<file path="config.mk">
export PLATFORM = sky130hd
export DESIGN_NAME = phase_window_pick
export DESIGN_NICKNAME = d
export VERILOG_FILES = /design/src/rtl/phase_window_pick.sv
export SDC_FILE = /design/constraint.sdc
export NUM_CORES = 1
export LEC_CHECK = 0
export ABC_AREA = 1
export BUFFER_PORTS_ARGS = -buffer_cell sky130_fd_sc_hd__buf_2
export CORE_MARGIN = 1
export CORE_UTILIZATION = 55
export CTS_CLUSTER_DIAMETER = 150
export DETAILED_ROUTE_END_ITERATION = 12
export PLACE_DENSITY = 0.77
export SLEW_MARGIN = 25
export SYNTH_ARGS = -nofsm -noshare
export SYNTH_HDL_FRONTEND = slang
export SYNTH_SLANG_ARGS = --single-unit
</file>
<file path="constraint.sdc">
create_clock -name clk -period 4.8 [get_ports clk]
set_input_delay 0.48 -clock clk [delete_from_list [all_inputs] [get_ports clk]]
set_output_delay 0.48 -clock clk [all_outputs]
set_load 0.02 [all_outputs]
</file>
<file path="src/rtl/phase_window_pick.sv">
module phase_window_pick #(
  parameter int NPH = 16,
  localparam int PW = $clog2(NPH),
  localparam int CW = PW + 1
) (
  input  logic          clk,
  input  logic          rst,
  input  logic          start,
  input  logic [NPH-1:0] mask,
  output logic          done,
  output logic [PW-1:0] phase,
  output logic          error
);

  typedef enum logic [1:0] {S_IDLE, S_SCAN, S_FIN} st_t;

  st_t            st;
  logic [NPH-1:0] m_q;
  logic [PW-1:0]  p;
  logic           in_run;
  logic [PW-1:0]  cur_s, mid_s;
  logic [CW-1:0]  cur_c, mid_c, c0;

  logic           bit_now, all_one, wrap, err_w;
  logic [CW-1:0]  merged, sel_c;
  logic [PW-1:0]  sel_s, pick_w;
  logic [CW+1:0]  triple, quart, idx;

  assign bit_now = m_q[p];
  assign all_one = in_run && (cur_s == '0);
  assign wrap    = m_q[0] && m_q[NPH-1] && !all_one;
  assign merged  = cur_c + c0;

  always_comb begin
    sel_s = '0;
    sel_c = c0;
    if (!wrap) begin
      if (mid_c > sel_c) begin
        sel_s = mid_s;
        sel_c = mid_c;
      end
      if (in_run && (cur_c > sel_c)) begin
        sel_s = cur_s;
        sel_c = cur_c;
      end
    end else begin
      sel_s = mid_s;
      sel_c = mid_c;
      if (merged > mid_c) begin
        sel_s = cur_s;
        sel_c = merged;
      end
    end
  end

  assign triple = {2'b00, sel_c} * (CW+2)'(3);
  assign quart  = triple >> 2;
  assign idx    = (quart == '0) ? '0 : quart - (CW+2)'(1);
  assign pick_w = PW'((CW+2)'(sel_s) + idx);
  assign err_w  = (m_q == '0) || (wrap && (merged >= CW'(NPH)));

  always_ff @(posedge clk) begin
    if (rst) begin
      st     <= S_IDLE;
      m_q    <= '0;
      p      <= '0;
      in_run <= 1'b0;
      cur_s  <= '0;
      cur_c  <= '0;
      mid_s  <= '0;
      mid_c  <= '0;
      c0     <= '0;
      done   <= 1'b0;
      phase  <= '0;
      error  <= 1'b0;
    end else begin
      done <= 1'b0;
      case (st)
        S_IDLE: if (start) begin
          m_q    <= mask;
          p      <= '0;
          in_run <= 1'b0;
          cur_s  <= '0;
          cur_c  <= '0;
          mid_s  <= '0;
          mid_c  <= '0;
          c0     <= '0;
          st     <= S_SCAN;
        end
        S_SCAN: begin
          if (bit_now) begin
            if (!in_run) begin
              cur_s  <= p;
              cur_c  <= CW'(1);
              in_run <= 1'b1;
            end else begin
              cur_c <= cur_c + CW'(1);
            end
          end else if (in_run) begin
            in_run <= 1'b0;
            if (cur_s == '0) begin
              c0 <= cur_c;
            end else if (cur_c > mid_c) begin
              mid_c <= cur_c;
              mid_s <= cur_s;
            end
          end
          if (p == PW'(NPH-1)) st <= S_FIN;
          else p <= p + PW'(1);
        end
        S_FIN: begin
          done  <= 1'b1;
          phase <= err_w ? '0 : pick_w;
          error <= err_w;
          st    <= S_IDLE;
        end
        default: st <= S_IDLE;
      endcase
    end
  end

endmodule

</file>
==> metrics.yaml <==
power:
  powerDensity_nw_per_um2: 561
  clkPwrFrac: 0.095
  p_int_mw: 1.54
  swShare: 0.457
  seq_power_share: 0.171
  ir_worst_vdd_v: 0.000775
  power_switching_mw: 1.29
  p_comb_frac: 0.734
  p_leak_nw: 2.26
grt:
  use_met2: 0.541
  use_met3: 0.0525
  grt_pass1_wl_mm: 15.8
  grt-busiest-layer: "met2"
  grt_max_degree: 29
  grt_util_met1: 0.375
  gr-total-overflow: 0
  track_usage: 0.308
  grt_antenna_before_repair: 0
  grt_pass1_vias: 3508
route:
  wire_per_inst_um: 17.9
  drtAntennaViolNets: 0
  viasPerCell: 5.98
  detailroute.via_count: 4155
  drt_iter0_markers: 422
  firstDrtPassIters: 6
  remaining_drc_errors: 0
  wl_mm: 12.4
synth:
  yosysWarnings: 0
  synth_ff_type: "dfxtp_1"
  syn_area_um2: 3590
  syn-mean-instance-area_um2: 7.01
  yosysUniqueCellTypes: 42
  ys_top_cells_by_area: "dfxtp_1, ha_1, nand2_1, inv_1, a21oi_1"
  synth_top_cell_area_share: 0.290
  synth-seq-cells: 52
  ys_seq_area_frac: 0.290
  synth_nets: 569
  synth_edf_count: 0
  synth_cells: 512
  async_flop_share: 0
  yosysTopAreaCell: "dfxtp_1"
clock_tree:
  root_buffer: "clkbuf_8"
  htree_levels: 2
  cts_buffers: 5
  clkLatencyLatePin_ps: 310
  cts.sinks: 52
  clk_pin_slew_ps: 110
  cts_tree: "built"
  cts_max_path_buffers: 2
  ctsHoldBuffers: 0
timing:
  worst_pin_slew_ps: 760
  setup_viol: 3
  finClkSkew_ps: 7.82
  slew_headroom: 0.492
  drv_slew: 0
  post-route-min-period_ps: 5430
  timing.fmax_mhz: 184
  hold_viol: 0
  period_share: 1.13
  rsz0062_at_grt: "true"
  setup_slack_ps: -630
placement:
  numPortBuffers: 24
  dp.final_hpwl_mm: 7.09
  placed_cell_area_um2: 4250
  pre_cts_ws_ps: -403
  gp_congestion: 0.995
hold_path:
  hold_class: "in2reg"
setup_path:
  worstSetupStartpointType: "flip-flop"
  required_ps: 5050
  critPathSlowestCell: "dfxtp_2"
  worst-r2r-setup-slack_ps: -630
  cp_max_fo: 3
  end_kind: "flip-flop"
  cp.arrival_ps: 5680
  slowest_delay_ps: 370
  crit_type: "reg2reg"
floorplan:
  ios: 25
  die_width_um: 82.8
  dieArea_um2: 6850
  core_um2: 6310
  rows: 29
  initial_core_util: 0.568
  die_y_um: 82.8
layout:
  fin_nets: 674
  areaGrowthSynthToFinish_pct: 40.8
  drive_above_1_share: 0.383
  antenna_cells: 0
  num-fill-cells: 406
  final_area_um2: 5050
status:
  status: "finished with violations"
  failed_checks: "setup timing"
flow_run:
  cap_violations: 0
==> layout make-up <==
type,instances,area (um^2),area share
Multi-Input combinational cell,367,2710,0.537
Sequential cell,52,1050,0.208
Clock buffer,5,68.8,0.0136
Clock inverter,3,26.3,0.00520
Tap cell,77,96.3,0.0191
Inverter,82,318,0.0629
Timing Repair Buffer,109,781,0.155
==> final timing paths <==
| kind | start | endpoint | depth (start not counted) |
|---|---|---|---|
| setup / recovery | c0[0]$_SDFFE_PP0P_ | phase[3]$_SDFFE_PP0P_ | 37 |
| hold / removal | mask[0] | m_q[0]$_SDFFE_PP0P_ | 3 |
| hold reg to reg | phase[1]$_SDFFE_PP0P_ | phase[1]$_SDFFE_PP0P_ | 2 |
| setup reg to reg | c0[0]$_SDFFE_PP0P_ | phase[3]$_SDFFE_PP0P_ | 37 |
==> through the flow <==
step | power, mW | TNS [ps] | std cells | util | hold WS [ps]
after CTS | 2.35 | -120 | 685 | 0.739 | 412
after global routing | 3.07 | -3090 | 695 | 0.800 | 417
after floorplan | 1.39 | 0 | 512 | - | 444
after global placement | 1.79 | -116 | 654 | 0.673 | 450
final | 2.83 | -1460 | 695 | 0.800 | 411
after detailed placement | 1.85 | -808 | 654 | 0.673 | 455
==> kinds of logic after synthesis <==
logic type / share of synthesized area
simple gates: 0.241
compound gates: 0.213
buf+inv: 0.0997
flops: 0.290
fa+ha+maj: 0.139
xor+xnor: 0.0171
==> critical path, delay by kind of cell (launching register included) <==
kind	cells	cell delay, ps
AO/OA/AOI/OAI	8	1450
adder cells (fa/ha/maj)	5	1370
AND/OR/NAND/NOR	15	1230
buffers and inverters	7	490
XOR/XNOR	2	460
flip-flops	1	370
==> state kept, by name, indices dropped and copies added, names as in the netlist <==
name    count
cur_c       5
p           4
done        1
mid_c       5
mid_s       4
error       1
phase       4
st          2
in_run      1
cur_s       4
m_q        16
c0          5
==> power groups by stage <==
stage / clock network, mW / registers (mW) / logic (mW)
final: 0.269 / 0.484 / 2.08
after global routing: 0.292 / 0.487 / 2.29
after CTS: 0.272 / 0.481 / 1.59
after detailed placement: 0 / 0.490 / 1.36
after global placement: 0 / 0.489 / 1.30
after floorplan: 0 / 0.485 / 0.904
==> synthesized netlist by cell type, types with 3 or more instances <==
library cell / number
nor4_1: 4
a32oi_1: 3
dfxtp_1: 52
clkbuf_1: 8
a21oi_1: 52
nor2_1: 50
nand3_1: 25
nand3_2: 5
xor2_1: 3
ha_1: 35
fa_1: 3
nor3_1: 8
o21ai_0: 48
inv_2: 5
o211ai_1: 4
nand2_2: 4
nand4_1: 4
o32ai_1: 3
a31oi_1: 3
xnor2_1: 4
inv_1: 73
clkinv_1: 3
nand2_1: 79
o21ai_1: 3
a211oi_1: 9
==> timing repair <==
item,CTS,global route
pin swaps,32,41
endpoints found under the setup margin,3,4
hold endpoints to repair,0,0
gates resized for setup,36,66
buffers inserted,23,11
==> metal layers <==
layer | up-vias | wire (um)
li1 | 1935 | -
met3 | 66 | 968
met4 | 0 | 665
met5 | - | 0
met1 | 1931 | 4830
met2 | 223 | 5950
==> cells in the final DEF (no fill, tap or decap), types with 3 or more instances in the layout <==
cell / instances
nand3_2: 7
ha_4: 15
buf_2: 24
o21ai_2: 4
a21oi_1: 42
inv_1: 60
a211oi_1: 7
nand3_1: 21
inv_4: 4
a32oi_1: 3
nor4_1: 4
nand2_1: 57
a31oi_1: 3
dfxtp_2: 8
nor3_1: 8
a21oi_4: 3
clkbuf_8: 5
nand4_1: 4
dfxtp_1: 44
buf_6: 6
nor2_1: 45
o21ai_0: 43
nor2_4: 5
inv_2: 16
o21ai_4: 3
a21oi_2: 10
ha_1: 20
o211ai_1: 4
buf_4: 79
nand2_4: 10
o32ai_1: 3
fa_2: 3
nand2_2: 16
(Power assumes the default switching activity.)
